**src/rtl/tcalu_pkg.sv**
```systemverilog
package tcalu_pkg;

   typedef enum logic [3:0] {
      OP_ADD = 4'd0,
      OP_ADC = 4'd1,
      OP_SUB = 4'd2,
      OP_SBC = 4'd3,
      OP_RSB = 4'd4,
      OP_RSC = 4'd5,
      OP_MOV = 4'd6,
      OP_MVN = 4'd7,
      OP_CMP = 4'd8,
      OP_CMN = 4'd9
   } alu_op_e;

   typedef enum logic [1:0] {
      SH_LSL = 2'd0,
      SH_LSR = 2'd1,
      SH_ASR = 2'd2,
      SH_ROR = 2'd3
   } shift_e;

   typedef enum logic [1:0] {
      SRC_IMM = 2'd0,
      SRC_REG = 2'd1
   } src_e;

   typedef enum logic [1:0] {
      CI_ZERO = 2'd0,
      CI_ONE  = 2'd1,
      CI_PASS = 2'd2
   } cin_sel_e;

   typedef struct packed {
      logic     inv_a;
      logic     inv_b;
      cin_sel_e cin_sel;
      logic     arith;
      logic     move;
      logic     move_not;
      logic     write;
   } ctrl_t;

   function automatic ctrl_t decode_op(input logic [3:0] op);
      ctrl_t c;
      c = '{inv_a: 1'b0, inv_b: 1'b0, cin_sel: CI_ZERO, arith: 1'b0,
            move: 1'b0, move_not: 1'b0, write: 1'b0};
      case (op)
         OP_ADD: begin c.arith = 1'b1; c.write = 1'b1; end
         OP_ADC: begin c.arith = 1'b1; c.write = 1'b1; c.cin_sel = CI_PASS; end
         OP_SUB: begin c.arith = 1'b1; c.write = 1'b1; c.inv_b = 1'b1; c.cin_sel = CI_ONE; end
         OP_SBC: begin c.arith = 1'b1; c.write = 1'b1; c.inv_b = 1'b1; c.cin_sel = CI_PASS; end
         OP_RSB: begin c.arith = 1'b1; c.write = 1'b1; c.inv_a = 1'b1; c.cin_sel = CI_ONE; end
         OP_RSC: begin c.arith = 1'b1; c.write = 1'b1; c.inv_a = 1'b1; c.cin_sel = CI_PASS; end
         OP_MOV: begin c.move = 1'b1; c.write = 1'b1; end
         OP_MVN: begin c.move = 1'b1; c.write = 1'b1; c.move_not = 1'b1; end
         OP_CMP: begin c.arith = 1'b1; c.inv_b = 1'b1; c.cin_sel = CI_ONE; end
         OP_CMN: begin c.arith = 1'b1; end
         default: ;
      endcase
      return c;
   endfunction

endpackage

```
**src/rtl/tcalu_shifter.sv**
```systemverilog
module tcalu_shifter
   import tcalu_pkg::*;
#(
   parameter int W = 32,
   localparam int SW = $clog2(W)
) (
   input  logic [W-1:0]  din,
   input  logic [1:0]    kind,
   input  logic [SW-1:0] amt,
   output logic [W-1:0]  dout
);

   logic [W-1:0] stage [SW+1];

   assign stage[0] = din;

   for (genvar k = 0; k < SW; k++) begin : g_stage
      localparam int D = 1 << k;
      logic [W-1:0] x;
      logic [W-1:0] moved;

      assign x = stage[k];

      always_comb begin
         case (kind)
            SH_LSL:  moved = x << D;
            SH_LSR:  moved = x >> D;
            SH_ASR:  moved = $signed(x) >>> D;
            default: moved = (x >> D) | (x << (W - D));
         endcase
      end

      assign stage[k+1] = amt[k] ? moved : x;
   end

   assign dout = stage[SW];

endmodule

```
**src/rtl/tcalu_adder.sv**
```systemverilog
module tcalu_adder #(
   parameter int W = 32
) (
   input  logic [W-1:0] x,
   input  logic [W-1:0] y,
   input  logic         cin,
   output logic [W-1:0] sum,
   output logic         cout,
   output logic         ovf
);

   logic [W:0] full;

   assign full = {1'b0, x} + {1'b0, y} + {{W{1'b0}}, cin};
   assign sum  = full[W-1:0];
   assign cout = full[W];
   assign ovf  = (x[W-1] == y[W-1]) && (full[W-1] != x[W-1]);

endmodule

```
**src/rtl/tcalu_flags.sv**
```systemverilog
module tcalu_flags (
   input  logic clk,
   input  logic rst_n,
   input  logic upd_nz,
   input  logic upd_cv,
   input  logic n_in,
   input  logic z_in,
   input  logic c_in,
   input  logic v_in,
   output logic n_q,
   output logic z_q,
   output logic c_q,
   output logic v_q
);

   always_ff @(posedge clk) begin
      if (!rst_n) begin
         n_q <= 1'b0;
         z_q <= 1'b0;
      end else if (upd_nz) begin
         n_q <= n_in;
         z_q <= z_in;
      end
   end

   always_ff @(posedge clk) begin
      if (!rst_n) begin
         c_q <= 1'b0;
         v_q <= 1'b0;
      end else if (upd_cv) begin
         c_q <= c_in;
         v_q <= v_in;
      end
   end

endmodule

```
**src/rtl/tcalu_core.sv**
```systemverilog
module tcalu_core
   import tcalu_pkg::*;
#(
   parameter int W = 32,
   localparam int SW = $clog2(W)
) (
   input  logic          clk,
   input  logic          rst_n,
   input  logic [3:0]    opcode,
   input  logic [1:0]    src_sel,
   input  logic [W-1:0]  op_a,
   input  logic [W-1:0]  reg_b,
   input  logic [W-1:0]  imm,
   input  logic [1:0]    sh_kind,
   input  logic [SW-1:0] sh_amt,
   input  logic          set_flags,
   input  logic          carry_in,
   output logic [W-1:0]  result,
   output logic          result_we,
   output logic          flag_n,
   output logic          flag_z,
   output logic          flag_c,
   output logic          flag_v
);

   if (W < 4 || (W & (W - 1)) != 0) begin : g_bad_width
      $error("tcalu_core: W must be a power of two of at least 4");
   end

   ctrl_t        ctrl;
   logic [W-1:0] shifted;
   logic [W-1:0] op2;
   logic [W-1:0] add_x;
   logic [W-1:0] add_y;
   logic         add_cin;
   logic [W-1:0] sum;
   logic         cout;
   logic         ovf;

   assign ctrl = decode_op(opcode);

   tcalu_shifter #(.W(W)) u_shift (
      .din  (reg_b),
      .kind (sh_kind),
      .amt  (sh_amt),
      .dout (shifted)
   );

   always_comb begin
      case (src_sel)
         SRC_IMM: op2 = imm;
         SRC_REG: op2 = reg_b;
         default: op2 = shifted;
      endcase
   end

   always_comb begin
      add_x = ctrl.inv_a ? ~op_a : op_a;
      add_y = ctrl.inv_b ? ~op2 : op2;
      case (ctrl.cin_sel)
         CI_ONE:  add_cin = 1'b1;
         CI_PASS: add_cin = carry_in;
         default: add_cin = 1'b0;
      endcase
   end

   tcalu_adder #(.W(W)) u_add (
      .x    (add_x),
      .y    (add_y),
      .cin  (add_cin),
      .sum  (sum),
      .cout (cout),
      .ovf  (ovf)
   );

   always_comb begin
      if (ctrl.move)
         result = ctrl.move_not ? ~op2 : op2;
      else if (ctrl.arith)
         result = sum;
      else
         result = '0;
   end

   assign result_we = ctrl.write;

   tcalu_flags u_flags (
      .clk    (clk),
      .rst_n  (rst_n),
      .upd_nz (set_flags && (ctrl.arith || ctrl.move)),
      .upd_cv (set_flags && ctrl.arith),
      .n_in   (result[W-1]),
      .z_in   (result == '0),
      .c_in   (cout),
      .v_in   (ovf),
      .n_q    (flag_n),
      .z_q    (flag_z),
      .c_q    (flag_c),
      .v_q    (flag_v)
   );

endmodule

```
**config.mk**
```make
export PLATFORM = sky130hd
export DESIGN_NAME = tcalu_core
export DESIGN_NICKNAME = d
export VERILOG_FILES = /design/src/rtl/tcalu_pkg.sv /design/src/rtl/tcalu_shifter.sv /design/src/rtl/tcalu_adder.sv /design/src/rtl/tcalu_flags.sv /design/src/rtl/tcalu_core.sv
export SDC_FILE = /design/constraint.sdc
export NUM_CORES = 1
export LEC_CHECK = 0
export BUFFER_PORTS_ARGS = -buffer_cell sky130_fd_sc_hd__buf_2
export CAP_MARGIN = 25
export CORE_UTILIZATION = 60
export DETAILED_ROUTE_END_ITERATION = 7
export MAX_ROUTING_LAYER = met4
export PLACE_DENSITY = 0.89
export RECOVER_POWER = 50
export SLEW_MARGIN = 30
export SYNTH_ARGS = -nofsm -noshare
export SYNTH_HDL_FRONTEND = slang
export SYNTH_HIERARCHICAL = 1
export SYNTH_SLANG_ARGS = --single-unit
```
**constraint.sdc**
```tcl
create_clock -name clk -period 10.4 [get_ports clk]
set_input_delay 1.04 -clock clk [delete_from_list [all_inputs] [get_ports clk]]
set_output_delay 1.04 -clock clk [all_outputs]
set_load 0.05 [all_outputs]
```
==> results summary <==
The run finished with clean final reports. Gates resized during post-CTS repair numbered 0. The worst setup path is launched from an input port. The via count of the first global-routing pass is 10000.

The met1 routed wirelength after detailed routing is 15000 µm. The worst register-to-register path has a depth of 2. The worst register-to-register path begins at u_flags/n_q$_SDFFE_PN0P_.

The routed design has 39800 µm of wire. Summed over all nets, the switching power comes to 0.736 mW. The total buffers and inverters traversed by the critical path is 3. The maximum level of the CTS H-tree is 1. Before CTS, the worst setup slack after placement is 1.87 ns. The highest attainable clock frequency came out at 107 MHz. The switching portion of total power came out at 64.9%.

TritonCTS built the clock tree. The slowest stage of the critical path is the or2_0 cell. Of the total power, the clock network draws 5.4%. The worst setup path startpoint is sh_kind[0]. The initial utilization of the core area, before any placement, comes to 62.2%. The tightest min-delay check is of the flip-flop to flip-flop type. Along the worst path, the maximum fanout reaches 38. The smallest clock period supported by the final layout is computed as 9.31 ns. The count of synthesis-stage warnings from yosys came out at 6.

The endpoint identified for the worst register-to-register timing path is u_flags/n_q$_SDFFE_PN0P_. Setup repair after global routing left no endpoint under its margin. The number of buffers added by the clock tree synthesis step came out at 3. The detail-routed net length per standard cell came out at 26.5 µm.

Cells with a size suffix above 1 make up 18.1% of the layout. The distinct cell type count after synthesis came out at 99. The DRC violations left came out at 0. Max-cap violations in this run came to 0. The chip width came out at 123 µm. The sequential share of power came out at 1.6%. The fraction of power consumed by combinational cells is 93.0%. The total met2 wirelength after detailed routing is 15800 µm. The total area of multi-input combinational cells came out at 8040 µm². In this run the remaining antenna-violating nets after routing total 0. For the pin with the worst max-slew slack, the measured transition is 1.48 ns. The maximum vdd drop is 0.0760 mV. The first global-routing pass estimated 59100 µm of wire. The tree is rooted in a clkbuf_16. The later pin in the worst-skew pair is clocked with a latency of 0.23 ns. The prevailing post-synth register cell is dfxtp_1.

The core area came out at 14000 µm². In this run, synthesis inferred 0 flip-flops with an integrated enable. The placer's final routability congestion estimate is 1.11.

Summing internal, switching and leakage power gives 1.13 mW. The number of placed I/O pins is 150. The initial antenna violation count is 1. The overall track demand over capacity in global routing came out at 53.3%. The first detailed-routing pass ran for 7 iterations.

Setup slack on the critical path of the routed design comes to 1.09 ns. The post-CTS setup repair buffer count is 0. Routed signal wires occupy layers up through met4. The largest net degree at the start of global routing came out at 88. The number of placement rows is 43. The number of gates on the worst path with buffers counted is 21. The analysis attributes to cell leakage a power of 3.76 nW. The max-slew violation count is 0. The final setup skew came out at 0 ns.

The signal on the critical path passes through buf_2 -> or2_0 -> buf_4 -> nand2_1 -> o22a_1 -> nor2_1 -> a21oi_1 -> o22ai_1 -> mux2i_4 -> xnor2_1 -> ha_1 -> a211oi_1 -> nor2_1 -> a221oi_1 -> o41ai_4 -> a31oi_1 -> o21ai_0 -> xor2_1 -> nand2_1 -> o21ai_0 -> buf_2. The aggregate global routing overflow came out at 0. After synthesis the cells add up to 8740 µm². The wire length on met3 is 7210 µm. The async set or reset register ratio after synthesis came out at 0%. In the layout the commonest cells are buf_2 (134), o21ai_0 (122), nand2_1 (111), a21oi_1 (101), nor2_1 (100). Using the TritonRoute via totals, the vias-per-cell ratio works out to 7.71. The number of standard cells after synthesis is 1265. The critical path is of the input port to primary output type.

The worst setup path is captured at a primary output. The mean cell area of the mapped netlist came out at 6.91 µm². Setup violations remaining at the end of the flow were counted as 0. Clock tree synthesis found a total of 4 sinks. The part of the Yosys area used for sequential elements came out at 0.916%.

The register cell area after layout came out at 80.1 µm². Clock-pin slew was measured on the worst setup and hold paths at 0.03 ns. The number of storage elements in the synthesis netlist is 4. The overall die height came out at 123 µm. In this run the register-to-register setup slack is 9.71 ns.

The most critical setup path has its endpoint at result[31]. The port buffer count came out at 149. The quantity of hold-fixing buffers added after cts came out at 0. The area growth from synthesis to layout is 7.02%. For the final routed database, the setup TNS stands at 0 ns.

The share of the clock period used by the worst path after layout is 89.5%. The detailed-route via count came out at 11600. The cell internal power dissipation came out at 0.398 mW. The count of final hold-check violations came to 0. The worst pin sits at a relative slew slack of 1.40%.

Counting every net in the synthesized netlist gives 1413. For this block, the initial DRC count from the detailed router was 2598. After the last flow step, the layout net total stands at 1474. Among cell families on the critical path, the largest total delay comes from compound AO/OA/AOI/OAI gates. The HPWL after detailed placement is 30000 µm. The leading cell type in the layout, fill and taps excluded is buf_2. The total power per unit cell area came out at 121 nW/µm². The floorplan step defined a die boundary enclosing 15100 µm².

The required time of the critical path is 9.36 ns. The end-of-flow core utilization came out at 66.6%. The clock passes through at most 2 buffers.

The final-layout fill cell count is 1292. The critical path arrival is 8.27 ns. The critical path's largest stage delay is 1.17 ns.
-- cell usage after synthesis (8+ instances only) --
master    count  area share [%]
nor4_1       14             1.0
or3b_1       11             1.1
mux4_2       15             3.9
xor2_1       47             4.7
mux2i_1      52             6.0
nand2_1     111             4.8
o21a_1       15             1.3
o21bai_1      8            0.69
clkbuf_1     54             2.3
nor2_1      102             4.4
o211ai_1     17             1.5
nor3_1       26             1.5
nand3_1      24             1.4
or3b_2       14             1.4
a21oi_1     101             5.8
buf_2        32             1.8
buf_4         8            0.69
a22oi_1       8            0.69
a31oi_1      29             2.1
mux2_2       14             1.8
inv_1        18            0.77
o21ai_0     121             6.9
nor2b_1      12            0.86
and3_1       13            0.93
ha_1         33             4.7
xnor2_1      77             7.7
nand4_1      14             1.0
a311oi_1     14             1.4
nand2b_1     10            0.72
a21o_1       20             1.7
o22ai_1      24             1.7
o21ai_1       8            0.46
a211oi_1     21             1.8
and2_1        9            0.64
-- cell type report --
cell class / instances / area share (%)
Antenna cell: 1 / 0.0268
Clock buffer: 3 / 0.803
Inverter: 21 / 0.843
Multi-Input combinational cell: 1131 / 86.0
Sequential cell: 4 / 0.856
Tap cell: 180 / 2.41
Timing Repair Buffer: 165 / 9.10
-- worst min-delay path, stage by stage (launching register included) --
cell     delay (ns)
dfxtp_1        0.30
mux2i_1        0.12
nor2b_1        0.06
-- how the worst min path moves through the flow --
stage                                   from                  endpoint  slack [ns]  cells after the start
global route        u_flags/c_q$_SDFFE_PN0P_  u_flags/c_q$_SDFFE_PN0P_        0.57                      2
finish              u_flags/v_q$_SDFFE_PN0P_  u_flags/v_q$_SDFFE_PN0P_        0.53                      2
CTS                 u_flags/v_q$_SDFFE_PN0P_  u_flags/v_q$_SDFFE_PN0P_        0.53                      2
floorplan           u_flags/c_q$_SDFFE_PN0P_  u_flags/c_q$_SDFFE_PN0P_        0.74                      2
global placement    u_flags/c_q$_SDFFE_PN0P_  u_flags/c_q$_SDFFE_PN0P_        0.50                      2
detailed placement  u_flags/v_q$_SDFFE_PN0P_  u_flags/v_q$_SDFFE_PN0P_        0.52                      2
-- layer usage --
layer | vias up | GRT usage (%)
li1 | 4956 | -
met1 | 5267 | 70.9
met2 | 1185 | 72.6
met3 | 196 | 18.7
met4 | 0 | 20.5
met5 | - | -
-- per-stage QoR --
| stage | hold WS (ns) | cell area, µm² | cells |
|---|---|---|---|
| global placement | 0.499 | 9310 | 1501 |
| CTS | 0.528 | 9390 | 1504 |
| floorplan | 0.743 | 8740 | 1265 |
| global route | 0.572 | 9350 | 1505 |
| detailed placement | 0.521 | 9320 | 1501 |
| finish | 0.533 | 9350 | 1505 |
-- state kept, by name (all words and copies together) (netlist names) --
name and count:
u_flags/c_q 1, u_flags/n_q 1, u_flags/v_q 1, u_flags/z_q 1
-- logic make-up (layout without fill, tap and decap cells) --
logic type,Yosys count,after routing,share of synthesized area [%]
multiplexers,99,99,14.6
buffers and inverters,130,189,7.10
AO/OA/AOI/OAI,486,486,37.5
flip-flops,4,4,0.916
AND/OR/NAND/NOR,387,387,22.3
adder cells (fa/ha/maj),35,35,5.18
XOR/XNOR,124,124,12.4
other,0,1,0
-- power groups by stage --
stage	registers [mW]	logic [mW]	clock network, mW
after floorplan	0.0228	0.752	0
after global placement	0.0179	1.01	0
after detailed placement	0.0180	1.01	0
after CTS	0.0178	1.02	0.0617
after global routing	0.0181	1.10	0.0634
final	0.0178	1.05	0.0617
No activity file was read; power rests on OpenSTA's default activity.
